**config.mk**
```make
export PLATFORM = sky130hd
export DESIGN_NAME = tmr_chan
export DESIGN_NICKNAME = d
export VERILOG_FILES = /design/src/rtl/tmr_pkg.sv /design/src/rtl/tmr_prescale.sv /design/src/rtl/tmr_edge_det.sv /design/src/rtl/tmr_down.sv /design/src/rtl/tmr_chan.sv
export SDC_FILE = /design/constraint.sdc
export NUM_CORES = 1
export LEC_CHECK = 0
export BUFFER_PORTS_ARGS = -buffer_cell sky130_fd_sc_hd__buf_2
export CAP_MARGIN = 20
export CORE_UTILIZATION = 30
export CTS_CLUSTER_DIAMETER = 150
export DETAILED_ROUTE_END_ITERATION = 10
export MAX_ROUTING_LAYER = met4
export PLACE_DENSITY = 0.45
export SKIP_LAST_GASP = 1
export SYNTH_ARGS = -nofsm -noshare
export SYNTH_HDL_FRONTEND = slang
export SYNTH_SLANG_ARGS = --single-unit
```
**constraint.sdc**
```tcl
create_clock -name clk -period 3.7 [get_ports clk]
set_clock_uncertainty 0.1 [all_clocks]
set_input_delay 0.185 -clock clk [delete_from_list [all_inputs] [get_ports clk]]
set_output_delay 0.185 -clock clk [all_outputs]
set_load 0.01 [all_outputs]
```
**src/rtl/tmr_pkg.sv**
```systemverilog
package tmr_pkg;
  typedef enum logic [1:0] {
    MD_TIMER = 2'b00,
    MD_EVENT = 2'b01,
    MD_IDLE2 = 2'b10,
    MD_IDLE3 = 2'b11
  } tmr_mode_e;

  localparam logic [1:0] A_CNT_LO = 2'd0;
  localparam logic [1:0] A_CNT_HI = 2'd1;
  localparam logic [1:0] A_MODE   = 2'd2;
  localparam logic [1:0] A_CTRL   = 2'd3;

  localparam int MB_CASC  = 4;
  localparam int MB_EDGE  = 2;
  localparam int MB_TAP   = 6;
  localparam int CB_START = 0;
  localparam int CB_FLAG  = 1;
endpackage

```
**src/rtl/tmr_prescale.sv**
```systemverilog
module tmr_prescale #(
  parameter int E0 = 1,
  parameter int E1 = 4,
  parameter int E2 = 6,
  parameter int E3 = 9
) (
  input  logic       clk,
  input  logic       rst,
  output logic [3:0] taps
);
  localparam int PW = E3;

  function automatic int exp_of(input int i);
    case (i)
      0: exp_of = E0;
      1: exp_of = E1;
      2: exp_of = E2;
      default: exp_of = E3;
    endcase
  endfunction

  logic [PW-1:0] pre_q;

  always_ff @(posedge clk) begin
    if (rst) pre_q <= '0;
    else     pre_q <= pre_q + 1'b1;
  end

  for (genvar i = 0; i < 4; i++) begin : g_tap
    localparam int E = exp_of(i);
    assign taps[i] = &pre_q[E-1:0];
  end
endmodule

```
**src/rtl/tmr_edge_det.sv**
```systemverilog
module tmr_edge_det #(
  parameter int SYNC_STAGES = 2
) (
  input  logic       clk,
  input  logic       rst,
  input  logic       pin,
  input  logic [1:0] pol,
  output logic       pulse
);
  logic [SYNC_STAGES-1:0] sh_q;
  logic                   last_q;
  logic                   cur;

  assign cur = sh_q[SYNC_STAGES-1];

  always_ff @(posedge clk) begin
    if (rst) begin
      sh_q   <= '0;
      last_q <= 1'b0;
    end else begin
      sh_q   <= {sh_q[SYNC_STAGES-2:0], pin};
      last_q <= cur;
    end
  end

  always_comb begin
    case (pol)
      2'b00:   pulse = cur & ~last_q;
      2'b01:   pulse = ~cur & last_q;
      default: pulse = cur ^ last_q;
    endcase
  end
endmodule

```
**src/rtl/tmr_down.sv**
```systemverilog
module tmr_down #(
  parameter int BW = 8,
  parameter int W  = 2 * BW
) (
  input  logic          clk,
  input  logic          rst,
  input  logic          run,
  input  logic          tick,
  input  logic          wr_lo,
  input  logic          wr_hi,
  input  logic [BW-1:0] wdata,
  output logic [W-1:0]  cnt,
  output logic [W-1:0]  reload,
  output logic          hit,
  output logic          irq_q
);
  logic [W-1:0] reload_nx;

  always_comb begin
    reload_nx = reload;
    if (wr_lo) reload_nx[BW-1:0] = wdata;
    if (wr_hi) reload_nx[W-1:BW] = wdata;
  end

  assign hit = run && tick && (cnt == '0);

  always_ff @(posedge clk) begin
    if (rst) begin
      cnt    <= '0;
      reload <= '0;
      irq_q  <= 1'b0;
    end else begin
      reload <= reload_nx;
      irq_q  <= hit;
      if (!run) begin
        if (wr_lo) cnt[BW-1:0] <= wdata;
        if (wr_hi) cnt[W-1:BW] <= wdata;
      end else if (tick) begin
        if (cnt == '0) cnt <= reload_nx;
        else           cnt <= cnt - 1'b1;
      end
    end
  end
endmodule

```
**src/rtl/tmr_chan.sv**
```systemverilog
module tmr_chan
  import tmr_pkg::*;
#(
  parameter int BYTE_W      = 8,
  parameter int SYNC_STAGES = 2,
  parameter int TAP_E0      = 1,
  parameter int TAP_E1      = 4,
  parameter int TAP_E2      = 6,
  parameter int TAP_E3      = 9
) (
  input  logic              clk,
  input  logic              rst,
  input  logic              wr_en,
  input  logic [1:0]        wr_addr,
  input  logic [BYTE_W-1:0] wr_data,
  input  logic [1:0]        rd_addr,
  output logic [BYTE_W-1:0] rd_data,
  input  logic              ext_in,
  input  logic              casc_in,
  output logic              irq_pulse,
  output logic              irq_flag
);
  localparam int CNT_W = 2 * BYTE_W;

  logic [BYTE_W-1:0] mode_q;
  logic              start_q;
  logic              flag_q;
  logic [BYTE_W-1:0] rd_q;
  logic [3:0]        taps;
  logic              edge_pulse;
  logic              cnt_tick;
  logic              hit;
  logic [CNT_W-1:0]  cnt_q;
  logic [CNT_W-1:0]  reload_q;
  logic              wr_lo, wr_hi, wr_mode, wr_ctrl;
  tmr_mode_e         md;

  assign wr_lo   = wr_en && (wr_addr == A_CNT_LO);
  assign wr_hi   = wr_en && (wr_addr == A_CNT_HI);
  assign wr_mode = wr_en && (wr_addr == A_MODE);
  assign wr_ctrl = wr_en && (wr_addr == A_CTRL);
  assign md      = tmr_mode_e'(mode_q[1:0]);

  tmr_prescale #(.E0(TAP_E0), .E1(TAP_E1), .E2(TAP_E2), .E3(TAP_E3)) u_pre (
    .clk  (clk),
    .rst  (rst),
    .taps (taps)
  );

  tmr_edge_det #(.SYNC_STAGES(SYNC_STAGES)) u_edge (
    .clk   (clk),
    .rst   (rst),
    .pin   (ext_in),
    .pol   (mode_q[MB_EDGE+1:MB_EDGE]),
    .pulse (edge_pulse)
  );

  always_comb begin
    case (md)
      MD_TIMER: cnt_tick = taps[mode_q[MB_TAP+1:MB_TAP]];
      MD_EVENT: cnt_tick = mode_q[MB_CASC] ? casc_in : edge_pulse;
      default:  cnt_tick = 1'b0;
    endcase
  end

  tmr_down #(.BW(BYTE_W), .W(CNT_W)) u_cnt (
    .clk    (clk),
    .rst    (rst),
    .run    (start_q),
    .tick   (cnt_tick),
    .wr_lo  (wr_lo),
    .wr_hi  (wr_hi),
    .wdata  (wr_data),
    .cnt    (cnt_q),
    .reload (reload_q),
    .hit    (hit),
    .irq_q  (irq_pulse)
  );

  always_ff @(posedge clk) begin
    if (rst) begin
      mode_q  <= '0;
      start_q <= 1'b0;
      flag_q  <= 1'b0;
    end else begin
      if (wr_mode) mode_q <= wr_data;
      if (wr_ctrl) start_q <= wr_data[CB_START];
      if (hit)                               flag_q <= 1'b1;
      else if (wr_ctrl && !wr_data[CB_FLAG]) flag_q <= 1'b0;
    end
  end

  always_ff @(posedge clk) begin
    if (rst) rd_q <= '0;
    else begin
      case (rd_addr)
        A_CNT_LO: rd_q <= cnt_q[BYTE_W-1:0];
        A_CNT_HI: rd_q <= cnt_q[CNT_W-1:BYTE_W];
        A_MODE:   rd_q <= mode_q;
        default:  rd_q <= {{(BYTE_W-2){1'b0}}, flag_q, start_q};
      endcase
    end
  end

  assign rd_data  = rd_q;
  assign irq_flag = flag_q;
endmodule

```
==> results.md <==
- The capturing point of the worst reg2reg path is u_cnt.cnt[10].
- Summing the sequential cell areas from Yosys gives 39.9% of the chip area.
- The number of vias per cell is 5.14.
- The die covers 10900 sq um.
- The number of buffer and inverter stages on the critical path is 0.
- The number of storage elements in the synthesis netlist is 63.
- The count of nets left with antenna violations once routing finished came out at 0.
- The setup fix buffers added after clock tree synthesis is 0.
- TritonCTS built the clock tree.
- 0 antenna diodes ended up in the layout.
- The relative slew slack is 48.2%.
- The total half-perimeter wirelength after legalization and detailed placement is 6.44 mm.
- The finished layout holds 541 standard cells, fillers aside.
- The detailed router placed 2781 vias in this run.
- The cell count after synthesis came out at 379.
- Grouping stages by cell kind, the critical path spends the most delay in compound AO/OA/AOI/OAI gates.
- The maximum level of the CTS H-tree is 3.
- The number of clock sinks is 63.
- The signal on the critical path passes through ha_1 -> nand3_1 -> nor2_1 -> and3_1 -> ha_1 -> a311o_1 -> o221ai_1 -> a21boi_0 -> o21ai_0 -> a21oi_1.
- The average routed wire per standard cell is 16.8 um.
- Across all register-to-register paths, the minimum setup slack is 0.51 ns.
- The deepest clock path buffer count is 2.
- The clock share of power is 38.4%.
- The net switching power is 0.493 mW.
- The source of the worst hold timing path is wr_data[7].
- For hold timing, the worst endpoint is mode_q[7].
- The share of total power consumed by net switching is 30.1%.
- Clock latency on the worst-skew pair, taken at its later pin, is 0.35 ns.
- The tool flagged a number of max-cap violations equal to 0.
- After synthesis, the share of flip-flops with an asynchronous set or reset is 0%.
- In this run the worst hold path is classified as in -> reg.
- The area share of the largest cell type after synthesis is 39.9%.
- The total global-route track usage is 18.1%.
- The number of nets in the layout is 423.
- By area the synthesized netlist is led by dfxtp_1, mux2i_1, nor2_1.
- The run finished with clean final reports.
- After detailed routing, the number of remaining DRC violations is 0.
- The number of nets produced by synthesis is 402.
- The largest voltage drop on the vdd net is 0.135 mV.
- The count of final hold-check violations is 0.
- The delay of the slowest critical-path stage is 0.64 ns.
- The CTS clock-pin slew for the worst setup and hold paths is 0.08 ns.
- The critical path crosses 10 cells after its start point.
- Buffers placed on the I/O ports in this run total 26.
- The type of element launching the critical path is a register.
- The number of top-level pins is 27.
- Setup violations remaining at the end of the flow were counted as 0.
- The count of different cell masters after synthesis is 48.
- The data required time at the worst endpoint is 3.87 ns.
- Registers take 1260 sq um.
- The startpoint of the worst-slack reg-to-reg timing path is u_pre.pre_q[0].
- For the pin with the worst max-slew slack, the measured transition is 0.772 ns.
- The power density over the cells is 452 nW/um^2.
- Summing all multi-input logic gate instances after layout gives 1790 sq um.
- STA classifies the critical path endpoint as a register.
- Setup slack closes at 0.508 ns.
- The achievable frequency is 313 MHz.
- The clock period minus final worst setup slack is 3.19 ns.
- The number of enable-type register cells in the synthesized netlist is 0.
- TritonCTS created 9 clock buffers.
- For this run, the leading register cell type out of synthesis is dfxtp_1.
- The number of max-slew violations in the final report is 0.
- The starting utilization of the core area is 30.7%.
- The die outline height is 105 um.
- The classification of the worst setup path is reg -> reg.
- After floorplanning, the core was divided into 37 placement rows.
- Fill cells in the final layout number 1107.
- The worst reg-to-reg path cell count is 10.
- The cell taking the most area after synthesis is dfxtp_1.
- The post-synthesis instance area is 3160 sq um.
- The placer's final routability congestion estimate is 0.857.
- After synthesis, the mean cell area works out to 8.34 sq um.
- The share of the clock period used by the worst path after layout is 86.3%.
- The clock root buffer is clkbuf_8.
- Counting instances, the worst hold path has a depth of 3.
- For the worst setup path, the data arrival time is 3.36 ns.
- The via count of the first global-routing pass is 2736.
- The total of warnings raised by yosys is 0.
- Setup repair after global routing left no endpoint under its margin.
- The library cell appearing most often on the critical path is ha_1.
- The leakage power total is 1.45 nW.
- The count of TritonRoute iterations in the first routing pass is 4.
- Once placement completed, the tool counted placed cells totaling 524.
- The maximum net fanout on the critical path is 8.
- Before CTS, the worst setup slack after placement is 0.570 ns.
- The setup TNS after final layout is 0 ns.
- The die outline width is 105 um.
- The total internal power is 1.14 mW.
- The residual overflow from global routing is 0.
- The proportion of power drawn by flip-flops and latches is 44.7%.
- The first-pass GRT wire length is 14.8 mm.
- Hold is met by 0.0328 ns.
- The overall power after layout is 1.64 mW.
- The number of DRC violations after detailed-routing iteration 0 is 196.
- The placeable core region is 10300 sq um.
- Of the cells placed in the final design, the portion with a size suffix greater than 1 is 13.8%.
- Relative to the synthesized area, the layout overhead comes to 14.7%.
- In this run, the combinational gates consume 16.9% of the power.
- The slowest stage of the critical path is the a21boi_0 cell.
- Entering global routing, the biggest net connects 38 pins.
- The number of antenna violations at the first check in global routing is 0.
- The total length of routed wires is 9.10 mm.
==> metal layers <==
metal / up-vias / wire length, um / track usage, %
met5: - / 0 / -
met2: 62 / 4050 / 26.4
met3: 11 / 441 / 4.05
met4: 0 / 146 / 6.94
met1: 1326 / 4460 / 24.2
li1: 1382 / - / -
==> logic make-up after synthesis <==
family                   Yosys count  synth area share, %
multiplexers                      28                 9.66
buffers and inverters             28                 3.52
AND/OR/NAND/NOR                  169                 26.7
adder cells (fa/ha/maj)            6                 2.38
AO/OA/AOI/OAI                     69                 13.3
flip-flops                        63                 39.9
XOR/XNOR                          16                 4.44
==> timing repair <==
| action | 4_1_cts | 5_1_grt |
|---|---|---|
| hold endpoints to repair | 1 | 0 |
| resized for setup | 0 | 0 |
| hold buffers | 1 | 0 |
==> registers in the layout (all words and copies together) (netlist names) <==
name and flops:
u_pre.pre_q 9, rd_data 8, u_edge.sh_q 2, u_cnt.reload 16, mode_q 8, u_edge.last_q 1, irq_flag 1, u_cnt.irq_q 1
u_cnt.cnt 16, start_q 1
==> tightest hold or removal path, stage by stage <==
cell and delay (ns):
buf_2 0.12, mux2i_1 0.07, nor2_1 0.07
==> worst max path at each step <==
stage | from | endpoint | slack, ns
6_report | u_pre.pre_q[0] | u_cnt.cnt[10] | 0.51
4_1_cts | u_pre.pre_q[0] | u_cnt.cnt[10] | 0.54
2_1_floorplan | u_pre.pre_q[0] | u_cnt.cnt[11] | 1.03
3_5_place_dp | u_pre.pre_q[0] | u_cnt.cnt[11] | 0.57
5_1_grt | u_pre.pre_q[0] | u_cnt.cnt[12] | 0.28
3_3_place_gp | u_pre.pre_q[0] | u_cnt.cnt[10] | 0.69
==> per-stage QoR <==
step	area (sq um)	util, %
5_1_grt	3620	35.3
4_1_cts	3620	35.3
6_report	3620	35.3
3_3_place_gp	3410	33.2
2_1_floorplan	3160	-
3_5_place_dp	3410	33.2
==> power by group through the flow <==
stage	logic, mW	registers (mW)	clock network, mW
CTS	0.275	0.731	0.646
finish	0.276	0.732	0.629
detailed placement	0.272	0.747	0
global route	0.304	0.736	0.680
global placement	0.277	0.747	0
floorplan	0.203	0.734	0
==> Yosys cell counts (all sizes together) (2+ instances only) <==
cell type / count
buf: 9
ha: 6
xnor2: 11
clkbuf: 13
nand3b: 3
o21ai: 8
nor3: 11
o221ai: 3
nand2b: 5
mux4: 2
xor2: 5
o21a: 2
a21boi: 2
nor2b: 10
o2111ai: 2
nor2: 56
inv: 6
nand4: 2
mux2i: 26
or3: 4
or4: 6
dfxtp: 63
o22ai: 5
and3: 3
or2: 2
a211oi: 7
nor3b: 3
a21oi: 34
nand2: 41
nor4: 6
nor4b: 2
nand3: 11
==> cell usage in the layout (no fill, tap or decap), types with 3 or more instances in the layout <==
master and instances:
dfxtp_1 63, a211oi_1 7, and3_1 3, nand3b_1 3, nor2b_1 10, or3_1 3
o22ai_1 5, nor4_1 5, inv_1 6, nor3b_1 3, nand3_1 10, o221ai_1 3
nand2_1 41, xnor2_1 11, mux2i_1 26, a21oi_1 34, o21ai_0 7, or4_1 5
nor3_1 11, buf_2 26, xor2_1 5, nor2_1 56, clkbuf_8 10, nand2b_1 5
ha_1 6, buf_4 5
==> final cells by class <==
cell class | instances | area share, %
Timing Repair Buffer | 32 | 4.90
Inverter | 6 | 0.622
Clock buffer | 10 | 3.80
Sequential cell | 63 | 34.8
Clock inverter | 6 | 1.86
Multi-Input combinational cell | 288 | 49.3
Tap cell | 136 | 4.70
(Power assumes the default switching activity.)
